`config.mk`:
```
export PLATFORM = sky130hd
export DESIGN_NAME = reset_vector_seq
export DESIGN_NICKNAME = d
export VERILOG_FILES = /design/src/rtl/rvs_pkg.sv /design/src/rtl/rvs_idle_timer.sv /design/src/rtl/rvs_vec_regs.sv /design/src/rtl/rvs_prefetch_q.sv /design/src/rtl/reset_vector_seq.sv
export SDC_FILE = /design/constraint.sdc
export NUM_CORES = 1
export LEC_CHECK = 0
export BUFFER_PORTS_ARGS = -buffer_cell sky130_fd_sc_hd__buf_2
export CORE_MARGIN = 4
export CORE_UTILIZATION = 45
export DETAILED_ROUTE_END_ITERATION = 8
export PLACE_DENSITY = 0.71
export SYNTH_ARGS = -nofsm -noshare
export SYNTH_HDL_FRONTEND = slang
export SYNTH_SLANG_ARGS = --single-unit
```
`constraint.sdc`:
```
create_clock -name clk -period 4.9 [get_ports clk]
set_input_delay 0.49 -clock clk [delete_from_list [all_inputs] [get_ports clk]]
set_output_delay 0.49 -clock clk [all_outputs]
set_load 0.01 [all_outputs]
```
`src/rtl/rvs_pkg.sv`:
```
package rvs_pkg;

  typedef enum logic [2:0] {
    ST_IDLE_LONG  = 3'd0,
    ST_VECTOR     = 3'd1,
    ST_PREF_A     = 3'd2,
    ST_IDLE_SHORT = 3'd3,
    ST_PREF_B     = 3'd4,
    ST_READY      = 3'd5,
    ST_HALT       = 3'd6
  } seq_state_t;

  // Byte address of vector word idx (words are two bytes apart).
  function automatic logic [31:0] vec_addr(input logic [1:0] idx);
    return {29'd0, idx, 1'b0};
  endfunction

  // Program counter after one word-sized program fetch.
  function automatic logic [31:0] pc_advance(input logic [31:0] cur);
    return cur + 32'd2;
  endfunction

endpackage

```
`src/rtl/rvs_idle_timer.sv`:
```
module rvs_idle_timer #(
  parameter int CW      = 4,
  parameter int RST_VAL = 13
) (
  input  logic          clk,
  input  logic          rst_n,
  input  logic          load,
  input  logic [CW-1:0] load_val,
  input  logic          run,
  output logic          expired
);
  logic [CW-1:0] cnt;

  always_ff @(posedge clk) begin
    if (!rst_n)                  cnt <= CW'(RST_VAL);
    else if (load)               cnt <= load_val;
    else if (run && cnt != '0)   cnt <= cnt - 1'b1;
  end

  assign expired = run && (cnt == '0);

  AST_TIMER_LOAD: assert property (@(posedge clk) disable iff (!rst_n)
    load |=> (cnt == $past(load_val)));
  AST_TIMER_NO_LOAD_WHILE_RUN: assert property (@(posedge clk) disable iff (!rst_n)
    !(load && run));
endmodule

```
`src/rtl/rvs_vec_regs.sv`:
```
module rvs_vec_regs
  import rvs_pkg::*;
#(
  parameter int DATA_W = 16
) (
  input  logic              clk,
  input  logic              rst_n,
  input  logic              load_en,
  input  logic [1:0]        load_sel,
  input  logic [DATA_W-1:0] word,
  input  logic              pc_inc,
  output logic [31:0]       sp,
  output logic [31:0]       pc
);
  always_ff @(posedge clk) begin
    if (!rst_n) begin
      sp <= '0;
      pc <= '0;
    end else if (load_en) begin
      unique case (load_sel)
        2'd0: sp[31:16] <= word[15:0];
        2'd1: sp[15:0]  <= word[15:0];
        2'd2: pc[31:16] <= word[15:0];
        default: pc[15:0] <= word[15:0];
      endcase
    end else if (pc_inc) begin
      pc <= pc_advance(pc);
    end
  end

  AST_PC_STEP: assert property (@(posedge clk) disable iff (!rst_n)
    pc_inc |=> (pc == $past(pc) + 32'd2));
  AST_SP_HELD_AFTER_LOAD: assert property (@(posedge clk) disable iff (!rst_n)
    pc_inc |=> $stable(sp));
  AST_LOAD_XOR_INC: assert property (@(posedge clk) disable iff (!rst_n)
    !(load_en && pc_inc));
endmodule

```
`src/rtl/rvs_prefetch_q.sv`:
```
module rvs_prefetch_q #(
  parameter int DATA_W = 16
) (
  input  logic              clk,
  input  logic              rst_n,
  input  logic              shift,
  input  logic [DATA_W-1:0] word,
  output logic [DATA_W-1:0] q0,
  output logic [DATA_W-1:0] q1
);
  always_ff @(posedge clk) begin
    if (!rst_n) begin
      q0 <= '0;
      q1 <= '0;
    end else if (shift) begin
      q0 <= q1;
      q1 <= word;
    end
  end

  AST_QUEUE_SHIFT: assert property (@(posedge clk) disable iff (!rst_n)
    shift |=> (q0 == $past(q1)) && (q1 == $past(word)));
  AST_QUEUE_HOLD: assert property (@(posedge clk) disable iff (!rst_n)
    !shift |=> $stable(q0) && $stable(q1));
endmodule

```
`src/rtl/reset_vector_seq.sv`:
```
module reset_vector_seq
  import rvs_pkg::*;
#(
  parameter int ADDR_W     = 24,
  parameter int DATA_W     = 16,
  parameter int MC_CLKS    = 2,
  parameter int IDLE_LONG  = 7,
  parameter int IDLE_SHORT = 1
) (
  input  logic              clk,
  input  logic              rst_n,
  input  logic              bus_done,
  input  logic [DATA_W-1:0] bus_data,
  input  logic              bus_err,
  output logic              req_valid,
  output logic              req_prog,
  output logic [ADDR_W-1:0] req_addr,
  output logic              idle_req,
  output logic [31:0]       sp,
  output logic [31:0]       pc,
  output logic [DATA_W-1:0] pfq0,
  output logic [DATA_W-1:0] pfq1,
  output logic              dispatch_ready,
  output logic              halted
);
  localparam int LONG_CLKS  = IDLE_LONG * MC_CLKS;
  localparam int SHORT_CLKS = IDLE_SHORT * MC_CLKS;
  localparam int CW         = $clog2(LONG_CLKS + 1);
  localparam logic [CW-1:0] SHORT_LOAD = CW'(SHORT_CLKS - 1);

  seq_state_t  state, state_nx;
  logic [1:0]  vidx;
  logic [31:0] vaddr_full;

  // Named internal events for the assertions.
  logic in_vector, in_prefetch, in_active, req_hit, err_hit, idle_over;
  logic vec_load, prog_fetch, short_load;

  assign in_vector   = (state == ST_VECTOR);
  assign in_prefetch = (state == ST_PREF_A) || (state == ST_PREF_B);
  assign in_active   = (state != ST_READY) && (state != ST_HALT);
  assign req_valid   = in_vector || in_prefetch;
  assign req_prog    = in_prefetch;
  assign idle_req    = (state == ST_IDLE_LONG) || (state == ST_IDLE_SHORT);
  assign vaddr_full  = vec_addr(vidx);
  assign req_addr    = in_vector ? vaddr_full[ADDR_W-1:0] : pc[ADDR_W-1:0];

  assign err_hit    = in_active && bus_err;
  assign req_hit    = req_valid && bus_done && !bus_err;
  assign vec_load   = in_vector && req_hit;
  assign prog_fetch = in_prefetch && req_hit;
  assign short_load = (state == ST_PREF_A) && req_hit;

  assign dispatch_ready = (state == ST_READY);
  assign halted         = (state == ST_HALT);

  rvs_idle_timer #(.CW(CW), .RST_VAL(LONG_CLKS - 1)) u_timer (
    .clk     (clk),
    .rst_n   (rst_n),
    .load    (short_load),
    .load_val(SHORT_LOAD),
    .run     (idle_req),
    .expired (idle_over)
  );

  rvs_vec_regs #(.DATA_W(DATA_W)) u_vregs (
    .clk     (clk),
    .rst_n   (rst_n),
    .load_en (vec_load),
    .load_sel(vidx),
    .word    (bus_data),
    .pc_inc  (prog_fetch),
    .sp      (sp),
    .pc      (pc)
  );

  rvs_prefetch_q #(.DATA_W(DATA_W)) u_pfq (
    .clk  (clk),
    .rst_n(rst_n),
    .shift(prog_fetch),
    .word (bus_data),
    .q0   (pfq0),
    .q1   (pfq1)
  );

  always_comb begin
    state_nx = state;
    if (err_hit) begin
      state_nx = ST_HALT;
    end else begin
      unique case (state)
        ST_IDLE_LONG:  if (idle_over) state_nx = ST_VECTOR;
        ST_VECTOR:     if (req_hit && vidx == 2'd3) state_nx = ST_PREF_A;
        ST_PREF_A:     if (req_hit) state_nx = ST_IDLE_SHORT;
        ST_IDLE_SHORT: if (idle_over) state_nx = ST_PREF_B;
        ST_PREF_B:     if (req_hit) state_nx = ST_READY;
        ST_READY:      state_nx = ST_READY;
        default:       state_nx = ST_HALT;
      endcase
    end
  end

  always_ff @(posedge clk) begin
    if (!rst_n) begin
      state <= ST_IDLE_LONG;
      vidx  <= 2'd0;
    end else begin
      state <= state_nx;
      if (vec_load) vidx <= vidx + 2'd1;
    end
  end

  AST_IDLE_EXCLUSIVE: assert property (@(posedge clk) disable iff (!rst_n)
    idle_req |-> !req_valid);
  AST_DATA_LOW_ADDR: assert property (@(posedge clk) disable iff (!rst_n)
    (req_valid && !req_prog) |-> (req_addr < ADDR_W'(8)));
  AST_REQ_HOLD: assert property (@(posedge clk) disable iff (!rst_n)
    (req_valid && !bus_done && !bus_err) |=>
      req_valid && $stable(req_addr) && $stable(req_prog));
  AST_READY_STICKY: assert property (@(posedge clk) disable iff (!rst_n)
    dispatch_ready |=> dispatch_ready && !req_valid);
  AST_HALT_STICKY: assert property (@(posedge clk) disable iff (!rst_n)
    halted |=> halted && !req_valid && !dispatch_ready && $stable(pc));
  AST_ERR_HALTS: assert property (@(posedge clk) disable iff (!rst_n)
    (bus_err && !dispatch_ready) |=> halted);
endmodule

```
# Word-level counts from Yosys, hierarchy flattened

Index checks and enable logic that the tools add are counted.

Bits in registers: 105
Input bits: 20
Output and inout port bits: 125
Logic and storage cells: 81

Add/subtract/negate cells: 3
Equality and inequality tests: 23
Muxes and demuxes: 14
Bitwise operators: 1
Reduce and logical (&&, ||, !) cells: 29

Operators by type and width:

| kind                    | number |
|---|---|
| $mux W32                | 2 |
| $add A32 B2 Y32 const B | 1 |
| $mux W16                | 2 |
| $mux W24                | 1 |
| $mux W3                 | 6 |
| $ne A3 B3 Y1 const B    | 6 |
| $pmux W3 S6             | 1 |
| $ne A2 B2 Y1 const B    | 6 |
| $logic_and A1 B1 Y1     | 10 |
| $reduce_and A5 Y1       | 2 |
| $eq A3 B3 Y1 const B    | 3 |
| $mux W4                 | 2 |
| $reduce_and A2 Y1       | 4 |
| $eq A3 B2 Y1 const B    | 2 |
| $eq A2 B2 Y1 const B    | 2 |
| $logic_not A4 Y1        | 1 |
| $reduce_bool A2 Y1      | 2 |
| $reduce_bool A4 Y1      | 1 |
| $reduce_or A2 Y1        | 2 |
| $sub A4 B1 Y4 const B   | 1 |
| $eq A3 B1 Y1 const B    | 1 |
| $logic_not A3 Y1        | 1 |
| $logic_or A1 B1 Y1      | 3 |
| $ne A3 B1 Y1 const B    | 1 |
| other kinds (7)         | 7 |

# Logic depth before layout (Yosys ltp)

Gate-level depths: netlist of run 1.

Depth after elaboration: 9
Gate-level depth with buffers: 8
Gate-level depth less buffers: 7

# Cells and area by module

Synthesis of run 1 repeated with hierarchy kept, for this count alone.

Cells, all modules: 627
Area total of the unflattened synthesis: 5,218.8 um2

Modules (own cells, without submodules):

| module           | instances | cells each | area each (um2) | seq. area each (um2) |
|---|---|---|---|---|
| rvs_vec_regs     | 1         | 416        | 3,169.3         | 1,281.2 |
| rvs_prefetch_q   | 1         | 103        | 1,243.7         | 640.6 |
| reset_vector_seq | 1         | 77         | 551.8           | 100.1 |
| rvs_idle_timer   | 1         | 31         | 254.0           | 80.1 |

# Least setup slack after synthesis of run 1

Ideal clock, no wire load.

Path kind: register to output
Start: register state[0]
End: output req_addr[1]
Arrival: 1.540 ns
Data required time: 4.410 ns
Setup slack: 2.870 ns
Cell stages (with the launch flop): 5
Path buffers: 2
Cell sequence: dfxtp_1 -> nor3b_1 -> buf_2 -> buf_1 -> mux2_2

Longest elaborated chain between the ends: 2

Ends and longest elaborated chain:

| what                   | line                    | text |
|---|---|---|
| from (decl)            | reset_vector_seq.sv:31  | `seq_state_t state, state_nx;` |
| from (signal assigned) | reset_vector_seq.sv:108 | `state <= state_nx;` |
| $eq A3 B1 Y1           | reset_vector_seq.sv:39  | `assign in_vector = (state == ST_VECTOR);` |
| $mux W24               | reset_vector_seq.sv:46  | `assign req_addr = in_vector ? vaddr_full[ADDR_W-1:0] : pc[ADDR_W-1:0];` |
| to (decl)              | reset_vector_seq.sv:17  | `output logic [ADDR_W-1:0] req_addr,` |

Every way passes these cells.

# Final worst setup path of run 1

Start: register state[0]
End: register u_vregs.sp[13]

Longest elaborated chain between the ends: 7
Elaborated cells between the ends (all ways): 9
Those cells by class: eq/ne: 3; reduce/logical: 6

Ends and longest elaborated chain:

| what                                                | line                   | text |
|---|---|---|
| $eq A3 B2 Y1 / $eq A3 B3 Y1 (equally long branches) | reset_vector_seq.sv:40 | `assign in_prefetch = (state == ST_PREF_A) \|\| (state == ST_PREF_B);` |
| $logic_or A1 B1 Y1                                  | reset_vector_seq.sv:40 |  |
| $logic_or A1 B1 Y1                                  | reset_vector_seq.sv:42 | `assign req_valid = in_vector \|\| in_prefetch;` |
| $logic_and A1 B1 Y1 (2 in series)                   | reset_vector_seq.sv:49 | `assign req_hit = req_valid && bus_done && !bus_err;` |
| $logic_and A1 B1 Y1 *                               | reset_vector_seq.sv:50 | `assign vec_load = in_vector && req_hit;` |
| $reduce_and A2 Y1 (no line) *                       | --                     |  |
| to (signal assigned)                                | rvs_vec_regs.sv:22     | `2'd1: sp[15:0] <= word[15:0];` |
| to (decl)                                           | rvs_vec_regs.sv:12     | `output logic [31:0] sp,` |

Every way passes the cells marked *; elsewhere a longest branch is shown, timed or not.
A chain may end at the register's enable or synchronous reset.

==> results of run 1 <==
## synth_stat cells (4+ instances only)
cell type / instances
nor3b_1: 4
o21ai_0: 20
a21oi_1: 93
clkbuf_1: 25
o31a_1: 4
nand2_1: 164
nor2_1: 24
nor3_1: 8
nor2b_1: 27
buf_2: 16
o22ai_1: 5
and2_1: 6
nand4_1: 12
ha_1: 8
inv_1: 7
o31ai_1: 5
and3_1: 12
or3_1: 4
dfxtp_1: 105
nand3_1: 20
a31oi_1: 4
o21ai_1: 4
## how the worst max path moves through the flow
stage	to	slack (ps)	cells past startpoint
3_3_place_gp	u_vregs.pc[10]	2270	5
6_report	u_vregs.sp[13]	2120	6
3_5_place_dp	u_vregs.pc[10]	2190	5
4_1_cts	u_vregs.sp[13]	2170	6
2_1_floorplan	req_addr[1]	2870	4
5_1_grt	u_vregs.sp[16]	1840	6
## layout make-up
class | count | area, um2
Clock buffer | 9 | 124
Fill cell | 1038 | 4890
Clock inverter | 7 | 83.8
Timing Repair Buffer | 150 | 766
Multi-Input combinational cell | 491 | 2720
Sequential cell | 105 | 2100
Inverter | 8 | 30.0
Tap cell | 140 | 175
## through the flow
step | setup WS, ps | std cells | utilization (%) | area, um2 | power, mW
after detailed placement | 2190 | 894 | 53.2 | 5790 | 1.05
after global placement | 2270 | 894 | 53.2 | 5790 | 1.05
after CTS | 2170 | 910 | 55.1 | 6000 | 1.62
after floorplan | 2870 | 649 | - | 5030 | 0.991
after global routing | 1840 | 910 | 55.1 | 6000 | 1.67
final | 2120 | 910 | 55.1 | 6000 | 1.61
## per-layer routing
metal	vias to the layer above	routed length (um)	share of wire, %
met4	0	305	1.9
met2	214	7490	47
li1	2498	-	-
met5	-	0	0
met1	2453	6960	44
met3	22	1120	7.0
## cell families after synthesis
| family | Yosys count | synth area share, % |
|---|---|---|
| and+or+nand+nor | 301 | 28.7 |
| AOI/OAI and AO/OA | 174 | 21.5 |
| DFF | 105 | 41.8 |
| buffers and inverters | 53 | 4.43 |
| adders and majority gates | 8 | 1.99 |
| xor gates and xnor gates | 5 | 0.871 |
| muxes | 3 | 0.672 |
## sequential cells by signal, indices dropped and copies added, names as in the netlist
name,flops
u_vregs.pc,32
u_vregs.sp,32
u_pfq.q0,16
u_pfq.q1,16
u_timer.cnt,4
state,3
vidx,2
## power groups by stage
| stage | Combinational, mW | Clock (mW) | Sequential, mW |
|---|---|---|---|
| 6_report | 0.149 | 0.575 | 0.886 |
| 2_1_floorplan | 0.0893 | 0 | 0.902 |
| 3_3_place_gp | 0.144 | 0 | 0.904 |
| 4_1_cts | 0.149 | 0.581 | 0.886 |
| 5_1_grt | 0.163 | 0.618 | 0.889 |
| 3_5_place_dp | 0.148 | 0 | 0.905 |
==> results.cfg, run 1 <==
[logic_synthesis]
ys_seq_elements = 105
synth_cells = 649
synth_top_area_share_pct = 41.8
syn_nets = 677
yosysSeqAreaShare_pct = 41.8
synthFlopType = dfxtp_1
ys_warn_count = 0
synth_top_area_cell = dfxtp_1
ys_top_cells_by_area = dfxtp_1 42%, nand2_1 12%, a21oi_1 9.3%
synth.avg_cell_area_um2 = 7.75
synth_edf_count = 0
synthArstFlopShare_pct = 0
synthesis.area_mm2 = 0.00503
ys_types = 69

[worst_setup_path]
reg2reg_slack_ps = 2120
max_stage_delay_ps = 620
critPathKind = reg -> reg
cp-startpoint = state[0]
r2r-start = state[0]
start_kind = flip-flop
cp_top_family = simple AND/OR/NAND/NOR gates
required_ps = 5130
worst_path_max_delay_cell = dfxtp_1
arrival_ps = 3010
cp-end-kind = flip-flop
worstRegToRegCells = 6
critPathBufInv = 1
cp_max_fo = 40
reg2reg_to = u_vregs.sp[13]
cp_common_cell = nand2_1
worstPathCellList = nor3b_2, buf_4, and2_1, nand2_1, nand2_1, a21oi_1

[worst_hold_path]
min_to = state[0]
min_path_type = in -> reg
worstHoldPathCells = 2
min_from = bus_err

[global_routing]
use_met1_pct = 33.8
grt_pass1_wl_um = 25000
grt_max_degree = 84
grt_busiest_layer = met2
use_met2_pct = 38.4
overflow = 0
track_usage_pct = 24.1
antenna_found_initial = 0
met3_usage_pct = 3.02
grt_pass1_vias = 4720

[cts]
clock-sinks = 105
clock_latency_ps = 380
cts_max_level = 3
postCtsHoldBufs = 0
root_buffer = clkbuf_8
clk_pin_slew_ps = 110
cts_buffer_depth = 2
cts_setup_buffers = 0
cts_tree = done
cts_made_buffers = 9
cts_resized = 0

[timing]
whs_ps = 388
slew_violations = 0
fmax_mhz = 359
hold_viol_final = 0
finalSetupViolations = 0
fin_crit_sh_pct = 56.8
tns_ps = 0
worstMarginPinSlew_ps = 1070
fin_worst_skew_ps = 12.4
rsz0062_at_grt = false
relSlewSlack_pct = 27.8
layout_min_cycle_time_ps = 2780

[placed_design]
port-buffer-count = 144
gp_congestion = 0.891
dp_hpwl_um = 11100

[finish]
layout-drive-gt1-share_pct = 23.4
final_common_cell = nand2_1
final_cell_mix = 164 x nand2_1, 144 x buf_2, 105 x dfxtp_1, 93 x a21oi_1, 27 x nor2b_1
nNetsFinal = 793
syn_to_final_growth_pct = 19.3
antennaDiodeCount = 0

[pwr]
p_leak_nw = 2.50
ir_drop_uv = 142
swShare_pct = 27.8
combPwrFrac_pct = 9.3
p_clk_share_pct = 35.7
p_sw_mw = 0.448
powerDensity_mw_per_mm2 = 268
p_int_mw = 1.16
pwr-share-seq_pct = 55.0

[flow_run]
max_cap_viol_count = 0

[floorplanning]
die_h_um = 114
die_x_um = 114
start_util_pct = 46.2
die_area_mm2 = 0.0129
rows = 38
ios = 145
core_area_mm2 = 0.0109

[drt]
drtPass1Iterations = 5
routed_wl_um = 15900
via_count = 5187
drc = 0
vias_per_cell = 5.70
drtAntennaViolNets = 0
post_drt_wl_per_cell_um = 17.4
first_iter_violations = 579

[status]
status = finished clean
(Power assumes the default switching activity.)
==> run 2, diff against run 1 <==
- PLACE_DENSITY: 0.71 -> 0.74
- clock period: 4.9 -> 2.5 ns (I/O delays scaled with it)
==> run 2 against run 1 <==
Compared with the run above:
- die area unchanged
- hold slack worse by 260 ps
- largest cell class unchanged
- utilization up 1.1 points
- highest routed layer unchanged
- global-route usage up 0.39 points
- sequential power up 96%
- largest power group unchanged
- worst setup slack worse by 2000 ps
==> results.cfg, run 2 (synthesized netlist as in run 1, its figures left out) <==
[finish]
ff_latch_area_mm2 = 0.00210
multiInputGateArea_mm2 = 0.00272
fill_cells = 1047
layout-drive-gt1-share_pct = 24.9
final_core_util_pct = 56.3
top_regs = u_vregs.pc x32, u_vregs.sp x32
antennaDiodeCount = 0
syn_to_final_growth_pct = 21.8
final_cell_mix = 164 x nand2_1, 144 x buf_2, 104 x dfxtp_1, 93 x a21oi_1, 27 x nor2b_1
final_common_cell = nand2_1
nNetsFinal = 807

[floorplanning]
die_area_mm2 = 0.0129
start_util_pct = 46.2
die_x_um = 114
rows = 38
ios = 145
die_h_um = 114
core_area_mm2 = 0.0109

[cts]
cts_buffer_depth = 2
clk_pin_slew_ps = 110
root_buffer = clkbuf_8
cts_max_level = 3
clock_latency_ps = 390
cts_made_buffers = 9
cts_setup_buffers = 0
cts_tree = done
clock-sinks = 105

[timing]
fin_worst_skew_ps = 19.6
relSlewSlack_pct = 50.3
fin_crit_sh_pct = 95.1
layout_min_cycle_time_ps = 2380
rsz0062_at_grt = false
tns_ps = 0
worstMarginPinSlew_ps = 744
hold_viol_final = 0
slew_violations = 0
finalSetupViolations = 0
fmax_mhz = 421

[worst_setup_path]
cp_max_fo = 25
cp-end-kind = output pin
critPathKind = reg -> out
worstRegToRegCells = 6
cp-startpoint = state[2]
reg2reg_to = u_vregs.pc[29]
reg2reg_slack_ps = 310
worst_path_max_delay_cell = dfxtp_1
endpoint = req_addr[1]
required_ps = 2250
max_stage_delay_ps = 500
critPathBufInv = 2
arrival_ps = 2130
worstPathCellList = nor3b_2, buf_4, mux2_2, buf_2
start_kind = flip-flop
r2r-start = u_vregs.pc[1]
cp_num_cells = 4
cp_top_family = flip-flops

[drt]
first_iter_violations = 414
drtPass1Iterations = 5
vias_per_cell = 5.69
routed_wl_um = 16100
post_drt_wl_per_cell_um = 17.5
drtAntennaViolNets = 0
drc = 0
via_count = 5256

[global_routing]
antenna_found_initial = 0
track_usage_pct = 24.5
overflow = 0
grt_pass1_vias = 4767
grt_pass1_wl_um = 25400
grt_max_degree = 44

[pwr]
p_leak_nw = 2.58
total_power_mw = 3.12
ir_drop_uv = 273
powerDensity_mw_per_mm2 = 509

[placed_design]
port-buffer-count = 144
dp_hpwl_um = 11500
gp_congestion = 0.890

[status]
status = finished clean

[flow_run]
max_cap_viol_count = 0

[worst_hold_path]
min_path_type = in -> reg
-- run 2: cell count changes in the layout (fill, tap and decap cells not counted), moves of 2 or more --
cell    delta
buf_12     +2
inv_6      -2
buf_4     +12
inv_8      +2
-- run 2: where the power goes --
part	internal, mW	switching, mW	leakage, nW	total [mW]
Sequential	1.70	0.0367	0.849	1.74
Combinational	0.102	0.199	1.63	0.302
Clock	0.401	0.679	0.100	1.08
-- run 2: layer usage --
metal,global-route usage (%),part of all wire [%],up-vias
li1,-,-,2532
met1,33.3,42,2473
met2,39.4,48,222
met3,3.98,7.9,29
met4,8.89,2.6,0
met5,0,0,-
-- run 2: worst min-delay path by stage --
stage | from | depth (start not counted) | end
finish | bus_err | 2 | state[0]
floorplan | bus_err | 1 | state[0]
CTS | bus_err | 2 | state[0]
detailed placement | u_vregs.sp[9] | 2 | u_vregs.sp[9]
global placement | u_pfq.q0[2] | 2 | u_pfq.q0[2]
global route | bus_data[11] | 3 | u_pfq.q1[11]
-- run 2: cell type report --
class                           instances  area share, %
Multi-Input combinational cell        491           44.4
Clock inverter                          7           1.27
Timing Repair Buffer                  164           14.6
Sequential cell                       105           34.3
Clock buffer                            9           2.02
Inverter                                8          0.490
Tap cell                              140           2.86
-- run 2: worst reg2reg max path, stage by stage, from the launching register on --
cell and delay [ps]:
dfxtp_1 460, ha_1 220, nand3_1 230, nor4_4 510
nand3_1 170, or3_1 370, a31oi_1 160
-- run 2: stage by stage --
stage	cells	hold WS, ps	instance area [um2]	setup slack (ps)
final	924	128	6130	122
after floorplan	649	362	5030	595
after CTS	924	121	6130	0.490
after global placement	908	439	5920	385
after global routing	924	135	6130	22.7
after detailed placement	908	446	5920	290
-- run 2: repair_timing --
action,4_1_cts,5_1_grt
hold buffers,0,0
setup endpoints to repair,0,2
gates resized for setup,0,1
==> run 3, diff against run 2 <==
- CORE_UTILIZATION: 45 -> 35
- PLACE_DENSITY: 0.74 -> unset
==> run 3 against run 2 <==
Compared with the run above:
- register-to-register slack gained 20 ps
- worst setup slack better by 140 ps
- utilization fell by 11 points
- die area increased by 26%
- sequential share of layout area fell by 0.97 points
- clock skew is 13 ps lower
- combinational power up 2%
- hold slack better by 46 ps
- final area up 2.9%
- power increased by 16%
- count of clock-buffer cells in the layout grew 1
==> results.cfg, run 3 (synthesized netlist as in run 1, its figures left out) <==
[timing]
setup_ws_ps = 259
fin_crit_sh_pct = 89.6
relSlewSlack_pct = 53.6
slew_violations = 0
fmax_mhz = 446
whs_ps = 174
hold_viol_final = 0
worstMarginPinSlew_ps = 691
tns_ps = 0
finalSetupViolations = 0
fin_worst_skew_ps = 6.77
layout_min_cycle_time_ps = 2240
rsz0062_at_grt = false

[floorplanning]
core_area_mm2 = 0.0140
die_area_mm2 = 0.0164
ios = 145
die_x_um = 128
die_h_um = 128
rows = 43
start_util_pct = 36.0

[finish]
antennaDiodeCount = 0
syn_to_final_growth_pct = 25.3
final_cell_mix = 164 x nand2_1, 144 x buf_2, 104 x dfxtp_1, 93 x a21oi_1, 27 x nor2b_1
design_area_mm2 = 0.00630
nNetsFinal = 809
ff_latch_area_mm2 = 0.00210
layout-drive-gt1-share_pct = 24.9
top_regs = u_vregs.pc x32, u_vregs.sp x32
final_common_cell = nand2_1
multiInputGateArea_mm2 = 0.00272
fill_cells = 1422

[cts]
cts_setup_buffers = 0
cts_tree = done
cts_made_buffers = 9
clock_latency_ps = 360
clock-sinks = 105
cts_buffer_depth = 2
root_buffer = clkbuf_16
clk_pin_slew_ps = 70
cts_resized = 0
postCtsHoldBufs = 0
cts_max_level = 3

[worst_setup_path]
cp-end-kind = output pin
arrival_ps = 1990
required_ps = 2250
worstRegToRegCells = 6
r2r-start = u_vregs.pc[2]
reg2reg_slack_ps = 330
critPathKind = reg -> out
cp_max_fo = 27
endpoint = req_addr[2]
cp-startpoint = state[0]
start_kind = flip-flop
reg2reg_to = u_vregs.pc[29]

[pwr]
total_power_mw = 3.61
ir_drop_uv = 371
p_leak_nw = 2.64
powerDensity_mw_per_mm2 = 572

[placed_design]
port-buffer-count = 144
place_ws_ps = 310
dp_hpwl_um = 12100
place_area_mm2 = 0.00598
gp_congestion = 0.884

[status]
status = finished clean

[drt]
post_drt_wl_per_cell_um = 17.4
drc = 0
drtAntennaViolNets = 0
drtPass1Iterations = 5
vias_per_cell = 5.49
via_count = 5308
first_iter_violations = 417
routed_wl_um = 16800

[global_routing]
met3_usage_pct = 4.71
grt_pass1_wl_um = 26200
grt_busiest_layer = met2
grt_pass1_vias = 4886
antenna_found_initial = 0
overflow = 0
grt_max_degree = 41
use_met2_pct = 31.9
use_met1_pct = 27.3
track_usage_pct = 20.1

[worst_hold_path]
min_from = bus_err
min_path_type = in -> reg

[flow_run]
max_cap_viol_count = 0
-- run 3: area by class of cell --
type / instances / area share (%)
Multi-Input combinational cell: 491 / 43.2
Sequential cell: 105 / 33.4
Timing Repair Buffer: 166 / 14.2
Clock buffer: 10 / 3.63
Tap cell: 180 / 3.57
Clock inverter: 6 / 1.55
Inverter: 8 / 0.476
-- run 3: how the worst min path moves through the flow --
| stage | endpoint | slack [ps] | cells past startpoint |
|---|---|---|---|
| finish | state[0] | 170 | 2 |
| global route | state[0] | 180 | 2 |
| CTS | state[0] | 160 | 2 |
| detailed placement | u_vregs.sp[0] | 450 | 2 |
| global placement | u_pfq.q0[3] | 440 | 2 |
| floorplan | state[0] | 360 | 1 |
-- run 3: stage by stage --
stage | util [%] | instances
floorplan | - | 649
global placement | 42.7 | 950
detailed placement | 42.7 | 950
CTS | 45.1 | 966
global route | 45.1 | 966
finish | 45.1 | 966
-- run 3: routing by layer --
layer	vias up	part of all wire [%]
met3	20	7.8
met5	-	0
met2	231	47
li1	2538	-
met1	2519	43
met4	0	1.9
-- run 3: critical path: stages, from the launching register on --
cell,delay (ps)
dfxtp_2,490
nor3b_2,270
buf_4,320
mux2_2,390
buf_2,150
-- run 3: where the power goes --
| group | leakage (nW) | switching, mW | internal, mW | total (mW) |
|---|---|---|---|---|
| Sequential | 0.849 | 0.0357 | 1.70 | 1.74 |
| Combinational | 1.63 | 0.205 | 0.102 | 0.307 |
| Clock | 0.159 | 0.672 | 0.893 | 1.57 |
